### src/rtl/rx_desc_writer.sv
module rx_desc_writer #(
  parameter int AW       = 32,
  parameter int MAX_LEN  = 1518,
  parameter int MIN_LEN  = 64,
  parameter int BASE_IDX = 4,
  parameter int DCW      = 16,
  parameter int TW       = 16
) (
  input  logic          clk,
  input  logic          rst_n,
  input  logic          rx_en,
  input  logic [AW-1:0] base_addr,
  input  logic          rx_valid,
  input  logic [7:0]    rx_data,
  input  logic          rx_last,
  input  logic [3:0]    rx_flags,
  output logic          mem_rd,
  output logic          mem_wr,
  output logic [AW-1:0] mem_addr,
  output logic [3:0]    mem_be,
  output logic [31:0]   mem_wdata,
  input  logic [31:0]   mem_rdata,
  output logic [DCW-1:0] drop_cnt
);
  localparam logic [3:0]    T_FREE   = 4'hC;
  localparam logic [3:0]    T_FULL   = 4'h7;
  localparam logic [AW-1:0] OFF_BASE = AW'(BASE_IDX * 8 + 4);
  localparam logic [AW-1:0] OFF_PTR  = AW'(4);
  localparam logic [AW-1:0] OFF_LINK = AW'(12);
  localparam logic [11:0]   MAX12    = 12'(MAX_LEN);

  typedef enum logic [3:0] {
    S_IDLE, S_BASE, S_BASE_W, S_CTRL, S_CTRL_W, S_PTR, S_PTR_W,
    S_READY, S_RECV, S_FIN, S_WB, S_LINK, S_LINK_W
  } st_t;

  st_t           st;
  logic [AW-1:0] slot, bufp, baddr;
  logic [11:0]   cap, stored;
  logic [TW-1:0] total;
  logic [3:0]    fl;
  logic          long_f, in_frm, bvld;
  logic [7:0]    bdat;

  wire        sof      = rx_valid && !in_frm;
  wire [11:0] lim      = (cap < MAX12) ? cap : MAX12;
  wire        take_sof = sof && rx_en && (st == S_READY);
  wire        busy     = (st == S_RECV) || (st == S_FIN) || (st == S_WB);
  wire        short_f  = total < TW'(MIN_LEN);
  wire [31:0] wb_word  = {T_FULL, 4'h0, fl[3], fl[2], 2'b00, long_f, short_f,
                          fl[1], fl[0], 4'h0, stored};
  wire        unused_ctrl_bits = ^mem_rdata[27:12];

  assign mem_rd    = (st == S_BASE) || (st == S_CTRL) || (st == S_PTR) || (st == S_LINK);
  assign mem_wr    = bvld || (st == S_WB);
  assign mem_addr  = bvld            ? baddr :
                     (st == S_BASE)  ? base_addr + OFF_BASE :
                     (st == S_PTR)   ? slot + OFF_PTR :
                     (st == S_LINK)  ? slot + OFF_LINK : slot;
  assign mem_be    = bvld ? (4'b0001 << baddr[1:0]) : ((st == S_WB) ? 4'hF : 4'h0);
  assign mem_wdata = bvld ? {4{bdat}} : wb_word;

  always_ff @(posedge clk) begin
    if (!rst_n) in_frm <= 1'b0;
    else if (rx_valid) in_frm <= !rx_last;
  end

  always_ff @(posedge clk) begin
    if (!rst_n) drop_cnt <= '0;
    else if (sof && rx_en && st != S_READY) drop_cnt <= drop_cnt + 1'b1;
  end

  always_ff @(posedge clk) begin
    if (!rst_n) begin
      st <= S_IDLE; slot <= '0; bufp <= '0; baddr <= '0; cap <= '0;
      stored <= '0; total <= '0; fl <= '0; long_f <= 1'b0; bvld <= 1'b0; bdat <= '0;
    end else begin
      bvld <= 1'b0;
      if (!rx_en && !busy) begin
        st <= S_IDLE;
      end else begin
        case (st)
          S_IDLE:   st <= S_BASE;
          S_BASE:   st <= S_BASE_W;
          S_BASE_W: begin slot <= AW'(mem_rdata); st <= S_CTRL; end
          S_CTRL:   st <= S_CTRL_W;
          S_CTRL_W: begin
            if (mem_rdata[31:28] == T_FREE) begin
              cap <= mem_rdata[11:0];
              st  <= S_PTR;
            end else begin
              st <= S_CTRL;
            end
          end
          S_PTR:    st <= S_PTR_W;
          S_PTR_W:  begin bufp <= AW'(mem_rdata); st <= S_READY; end
          S_READY: begin
            if (take_sof) begin
              stored <= (lim != 12'd0) ? 12'd1 : 12'd0;
              long_f <= (lim == 12'd0);
              total  <= TW'(1);
              bvld   <= (lim != 12'd0);
              baddr  <= bufp;
              bdat   <= rx_data;
              if (rx_last) begin fl <= rx_flags; st <= S_FIN; end
              else st <= S_RECV;
            end
          end
          S_RECV: begin
            if (rx_valid) begin
              if (stored < lim) begin
                bvld   <= 1'b1;
                baddr  <= bufp + AW'(stored);
                bdat   <= rx_data;
                stored <= stored + 12'd1;
              end else begin
                long_f <= 1'b1;
              end
              if (!(&total)) total <= total + 1'b1;
              if (rx_last) begin fl <= rx_flags; st <= S_FIN; end
            end
          end
          S_FIN:    st <= S_WB;
          S_WB:     st <= S_LINK;
          S_LINK:   st <= S_LINK_W;
          S_LINK_W: begin slot <= AW'(mem_rdata); st <= S_CTRL; end
          default:  st <= S_IDLE;
        endcase
      end
    end
  end
endmodule

### config.mk
export PLATFORM = sky130hd
export DESIGN_NAME = rx_desc_writer
export DESIGN_NICKNAME = d
export VERILOG_FILES = /design/src/rtl/rx_desc_writer.sv
export SDC_FILE = /design/constraint.sdc
export NUM_CORES = 1
export LEC_CHECK = 0
export ABC_AREA = 1
export CAP_MARGIN = 5
export CELL_PAD_IN_SITES_DETAIL_PLACEMENT = 1
export CELL_PAD_IN_SITES_GLOBAL_PLACEMENT = 1
export CORE_AREA = 2 2 166 168
export CTS_CLUSTER_SIZE = 30
export DETAILED_ROUTE_END_ITERATION = 16
export DIE_AREA = 0 0 168 170
export DONT_BUFFER_PORTS = 1
export PLACE_DENSITY_LB_ADDON = 0.1
export SLEW_MARGIN = 15
export SYNTH_ARGS = -nofsm -noshare
export SYNTH_HDL_FRONTEND = slang
export SYNTH_SLANG_ARGS = --single-unit
### constraint.sdc
create_clock -name clk -period 2.5 [get_ports clk]
set_clock_uncertainty 0.15 [all_clocks]
set_input_delay 0.125 -clock clk [delete_from_list [all_inputs] [get_ports clk]]
set_output_delay 0.125 -clock clk [all_outputs]
set_load 0.05 [all_outputs]
==> flow_summary.json <==
{
  "i_o_pins": 167,
  "crit_path_max_incr_delay_ps": 350,
  "finalWirelength_um": 56980,
  "synth_fp_nets": 1856,
  "leading_cell_types_by_total_area_after_synthesis": "dfxtp_1 (31%), nand2_1 (11%), nor2_1 (10%)",
  "critPathKind": "register to register",
  "cts.htree.levels": 4,
  "area_of_the_multi_input_gates_mm2": 0.007995,
  "instances_no_fill": 2346,
  "number_of_violations_of_the_max_capacitance_limit": 0,
  "die_y_um": 170,
  "ys.warnings.count": 0,
  "num-fill-cells": 3314,
  "syn_inst": 1745,
  "grt_use_total_pct": 35.17,
  "drt_iter0_markers": 1308,
  "critical_path_arrival_ps": 3140,
  "instance_count_after_placement_with_tap_cells_included": 2193,
  "slew-limit-headroom_pct": 60.36,
  "synth_top_area_share_pct": 31.44,
  "clock_insertion_delay_worst_skew_ps": 470,
  "first_global_vias": 13980,
  "run_status": "complete, but fails checks",
  "antenna_found_initial": 3,
  "clkPwrFrac_pct": 44.7,
  "grt_setup_unrepaired": "true",
  "timing.final.max_slew_violations": 0,
  "postSynth.topFlopCell": "dfxtp_1",
  "layout.nets": 2100,
  "design.core.area_mm2": 0.02665,
  "route.detailed.drc": 0,
  "timing.critical_path.max_delay_family": "simple AND/OR/NAND/NOR gates",
  "setup_viol_count_final": 84,
  "post_synth_most_frequent_cells": "nand2_1 (332), nor2_1 (291), inv_1 (191)",
  "cts.sinks": 171,
  "crit_fanout": 6,
  "ys_types": 51,
  "drt.antenna.violating_nets": 0,
  "clock_path_buffers": 2,
  "hold_class": "input pin to register",
  "critical_path.startpoint_type": "register",
  "grt_start_max_net_pins": 136,
  "routabilityCongestion": 0.9428,
  "dpl-instance-area_mm2": 0.01267,
  "avgViaCountPerCell": 6.022,
  "design_power_total_w": 0.006460,
  "die_area_mm2": 0.02856,
  "syn-mean-instance-area_um2": 6.239,
  "final_min_period_over_clock_period_pct": 116.3,
  "synth_seq_area_share_pct": 31.44,
  "post_synthesis_async_set_or_reset_flop_share_pct": 0,
  "cts_tree": "done",
  "timing.critical_path.cells": "inv_4 > nand2_4 > nor2_4 > nand3_4 > nand2_4 > buf_6 > buf_6 > nor2_2 > ha_1 > nand2_1 > inv_1 > nand2_1 > nand2_1 > nand2_2 > nand3_4 > nand2_8 > buf_12 > buf_8 > nand2_2 > nand2_2 > nor2_1",
  "clkTransAtPathRegs_ps": 80,
  "place.detailed.hpwl_um": 34250,
  "fmax_mhz": 343.8,
  "switching_share_pct": 31.72,
  "post-synth-top-area-cell": "dfxtp_1",
  "power.switching_w": 0.002049,
  "floorplan.initialDensity_pct": 40.85,
  "clock_root_buffer": "clkbuf_16",
  "yosys_register_bits": 171,
  "fp-row-count": 60,
  "final_cell_area_mm2": 0.01643,
  "library_cell_with_the_highest_instance_count_after_synthesis": "nand2_1",
  "mappedNetlistArea_mm2": 0.01089,
  "cts_made_buffers": 17,
  "seqPwrFrac_pct": 42.6,
  "drive_above_1_share_pct": 31.47,
  "critPathCaptureType": "register",
  "placement.setup.worst_slack_ps": -290.9,
  "wire_per_inst_um": 24.29,
  "grt_pass1_wl_um": 78040,
  "failed_checks": "negative setup slack",
  "fin_crit_ps": 2908,
  "required_ps": 2730,
  "cellPowerDensity_mw_per_mm2": 393.1,
  "ff_latch_area_mm2": 0.003480,
  "share_comb_of_total_power_pct": 12.6,
  "synth_edf_count": 0,
  "power.ir.vdd_worst_mv": 0.3673,
  "static-leakage-power_nw": 6.812,
  "slew_of_the_pin_with_the_lowest_slew_margin_ps": 588.4,
  "floorplan.die.width_um": 168,
  "vias": 14130,
  "setup_ws_ps": -408.4,
  "first_pass_iters": 5,
  "globalRoute.totalOverflow": 0,
  "layout.core_utilization_pct": 61.66,
  "power_report.internal_total_w": 0.004411,
  "critPathSlowestCell": "dfxtp_2",
  "reg2reg_setup_slack_ps": -410,
  "area_delta_synth_final_pct": 50.95,
  "final_hold_viol_count": 0,
  "buffers_plus_inverters_on_the_worst_setup_path": 6,
  "portBuffers": 0
}
## layout make-up
| cell class | instances | share of cell area, % |
|---|---|---|
| clock buffer | 17 | 2.589 |
| sequential | 171 | 21.17 |
| antenna | 3 | 0.04568 |
| clock inverter | 15 | 1.195 |
| timing repair buffer | 294 | 19.19 |
| multi-input combinational | 1310 | 48.65 |
| tap | 341 | 2.596 |
| inverter | 195 | 4.561 |
## routing by layer
layer | vias to the layer above | part of all wire, % | routed length [um] | track usage [%]
met5 | - | 0 | 0 | 0
met4 | 0 | 5.2 | 2950 | 14.40
met3 | 224 | 8.6 | 4905 | 6.837
met2 | 760 | 46 | 26410 | 58.23
met1 | 6901 | 40 | 22720 | 45.03
li1 | 6242 | - | - | -
## final timing paths
kind,to,cells after the start,from
max,baddr[3],21,cap[9]
min,st[0],4,rx_last
max reg2reg,baddr[3],21,cap[9]
min reg2reg,total[4],2,total[4]
## cells in the final DEF (no fill, tap or decap), types with 9 or more instances in the layout
cell / Yosys / routed
a31oi_1: 23 / 9
dfxtp_1: 171 / 146
nor3_1: 41 / 34
inv_2: 2 / 16
dfxtp_2: 0 / 15
nand2_1: 332 / 253
nor2_2: 5 / 40
dfxtp_4: 0 / 10
buf_6: 0 / 36
nand4_1: 36 / 36
nor2_1: 291 / 227
nand3_1: 115 / 76
nand2_2: 5 / 65
a21oi_2: 0 / 28
nand3_4: 0 / 16
buf_12: 0 / 28
inv_1: 191 / 174
dlygate4sd3_1: 0 / 49
ha_1: 29 / 27
a31oi_4: 0 / 12
nand3_2: 2 / 25
a21oi_1: 153 / 118
nor2_4: 2 / 31
o21ai_2: 1 / 9
nand3b_1: 9 / 9
o21ai_1: 5 / 26
buf_16: 0 / 9
clkbuf_16: 0 / 22
o21ai_0: 156 / 124
buf_4: 10 / 160
xor2_1: 28 / 27
nand2_4: 1 / 18
## worst register-to-register path, stage by stage (launching register included)
cell and delay [ps]:
dfxtp_2 350, inv_4 80, nand2_4 60, nor2_4 160, nand3_4 110, nand2_4 140, buf_6 130, buf_6 90
nor2_2 30, ha_1 290, nand2_1 60, inv_1 70, nand2_1 70, nand2_1 80, nand2_2 80, nand3_4 120
nand2_8 110, buf_12 200, buf_8 130, nand2_2 80, nand2_2 70, nor2_1 180
## power groups by stage
stage / Combinational (W) / Sequential [W] / Clock [W]
6_report: 0.000816 / 0.00276 / 0.00289
5_1_grt: 0.000849 / 0.00276 / 0.00299
4_1_cts: 0.000720 / 0.00275 / 0.00285
3_5_place_dp: 0.000512 / 0.00282 / 0
3_3_place_gp: 0.000504 / 0.00282 / 0
2_1_floorplan: 0.000338 / 0.00282 / 0
## stage by stage
stage                     setup TNS [ps]  hold slack [ps]
after CTS                         -12770            9.383
after floorplan                        0            109.9
after global placement             -3552            113.2
final                             -21250            35.60
after global routing              -28960            102.3
after detailed placement          -11840            118.1
## cell families (layout without fill, tap and decap cells)
| kind of cell | count (synthesis) | after routing | synth area share (%) |
|---|---|---|---|
| and+or+nand+nor | 877 | 877 | 34.79 |
| AOI/OAI and AO/OA | 365 | 365 | 17.71 |
| buffers and inverters | 264 | 521 | 9.505 |
| DFF | 171 | 171 | 31.44 |
| xor gates and xnor gates | 35 | 35 | 2.816 |
| adders and majority gates | 30 | 30 | 3.517 |
| muxes | 2 | 2 | 0.1839 |
| other | 1 | 4 | 0.03445 |
## flip-flops by register name, indices dropped and copies added (netlist names)
register	count
bufp	32
total	16
bdat	8
long_f	1
drop_cnt	16
in_frm	1
fl	4
st	4
bvld	1
slot	32
stored	12
cap	12
baddr	32
## timing repair
action                                  4_1_cts  5_1_grt
gates cloned                                 11        7
hold buffers                                 50        0
buffers inserted                             31       31
resized for setup                           305      194
pin swaps                                    75       94
endpoints found under the setup margin       86      109
hold endpoints to repair                    158        0
Note: power is estimated with default switching activity, not from simulation.
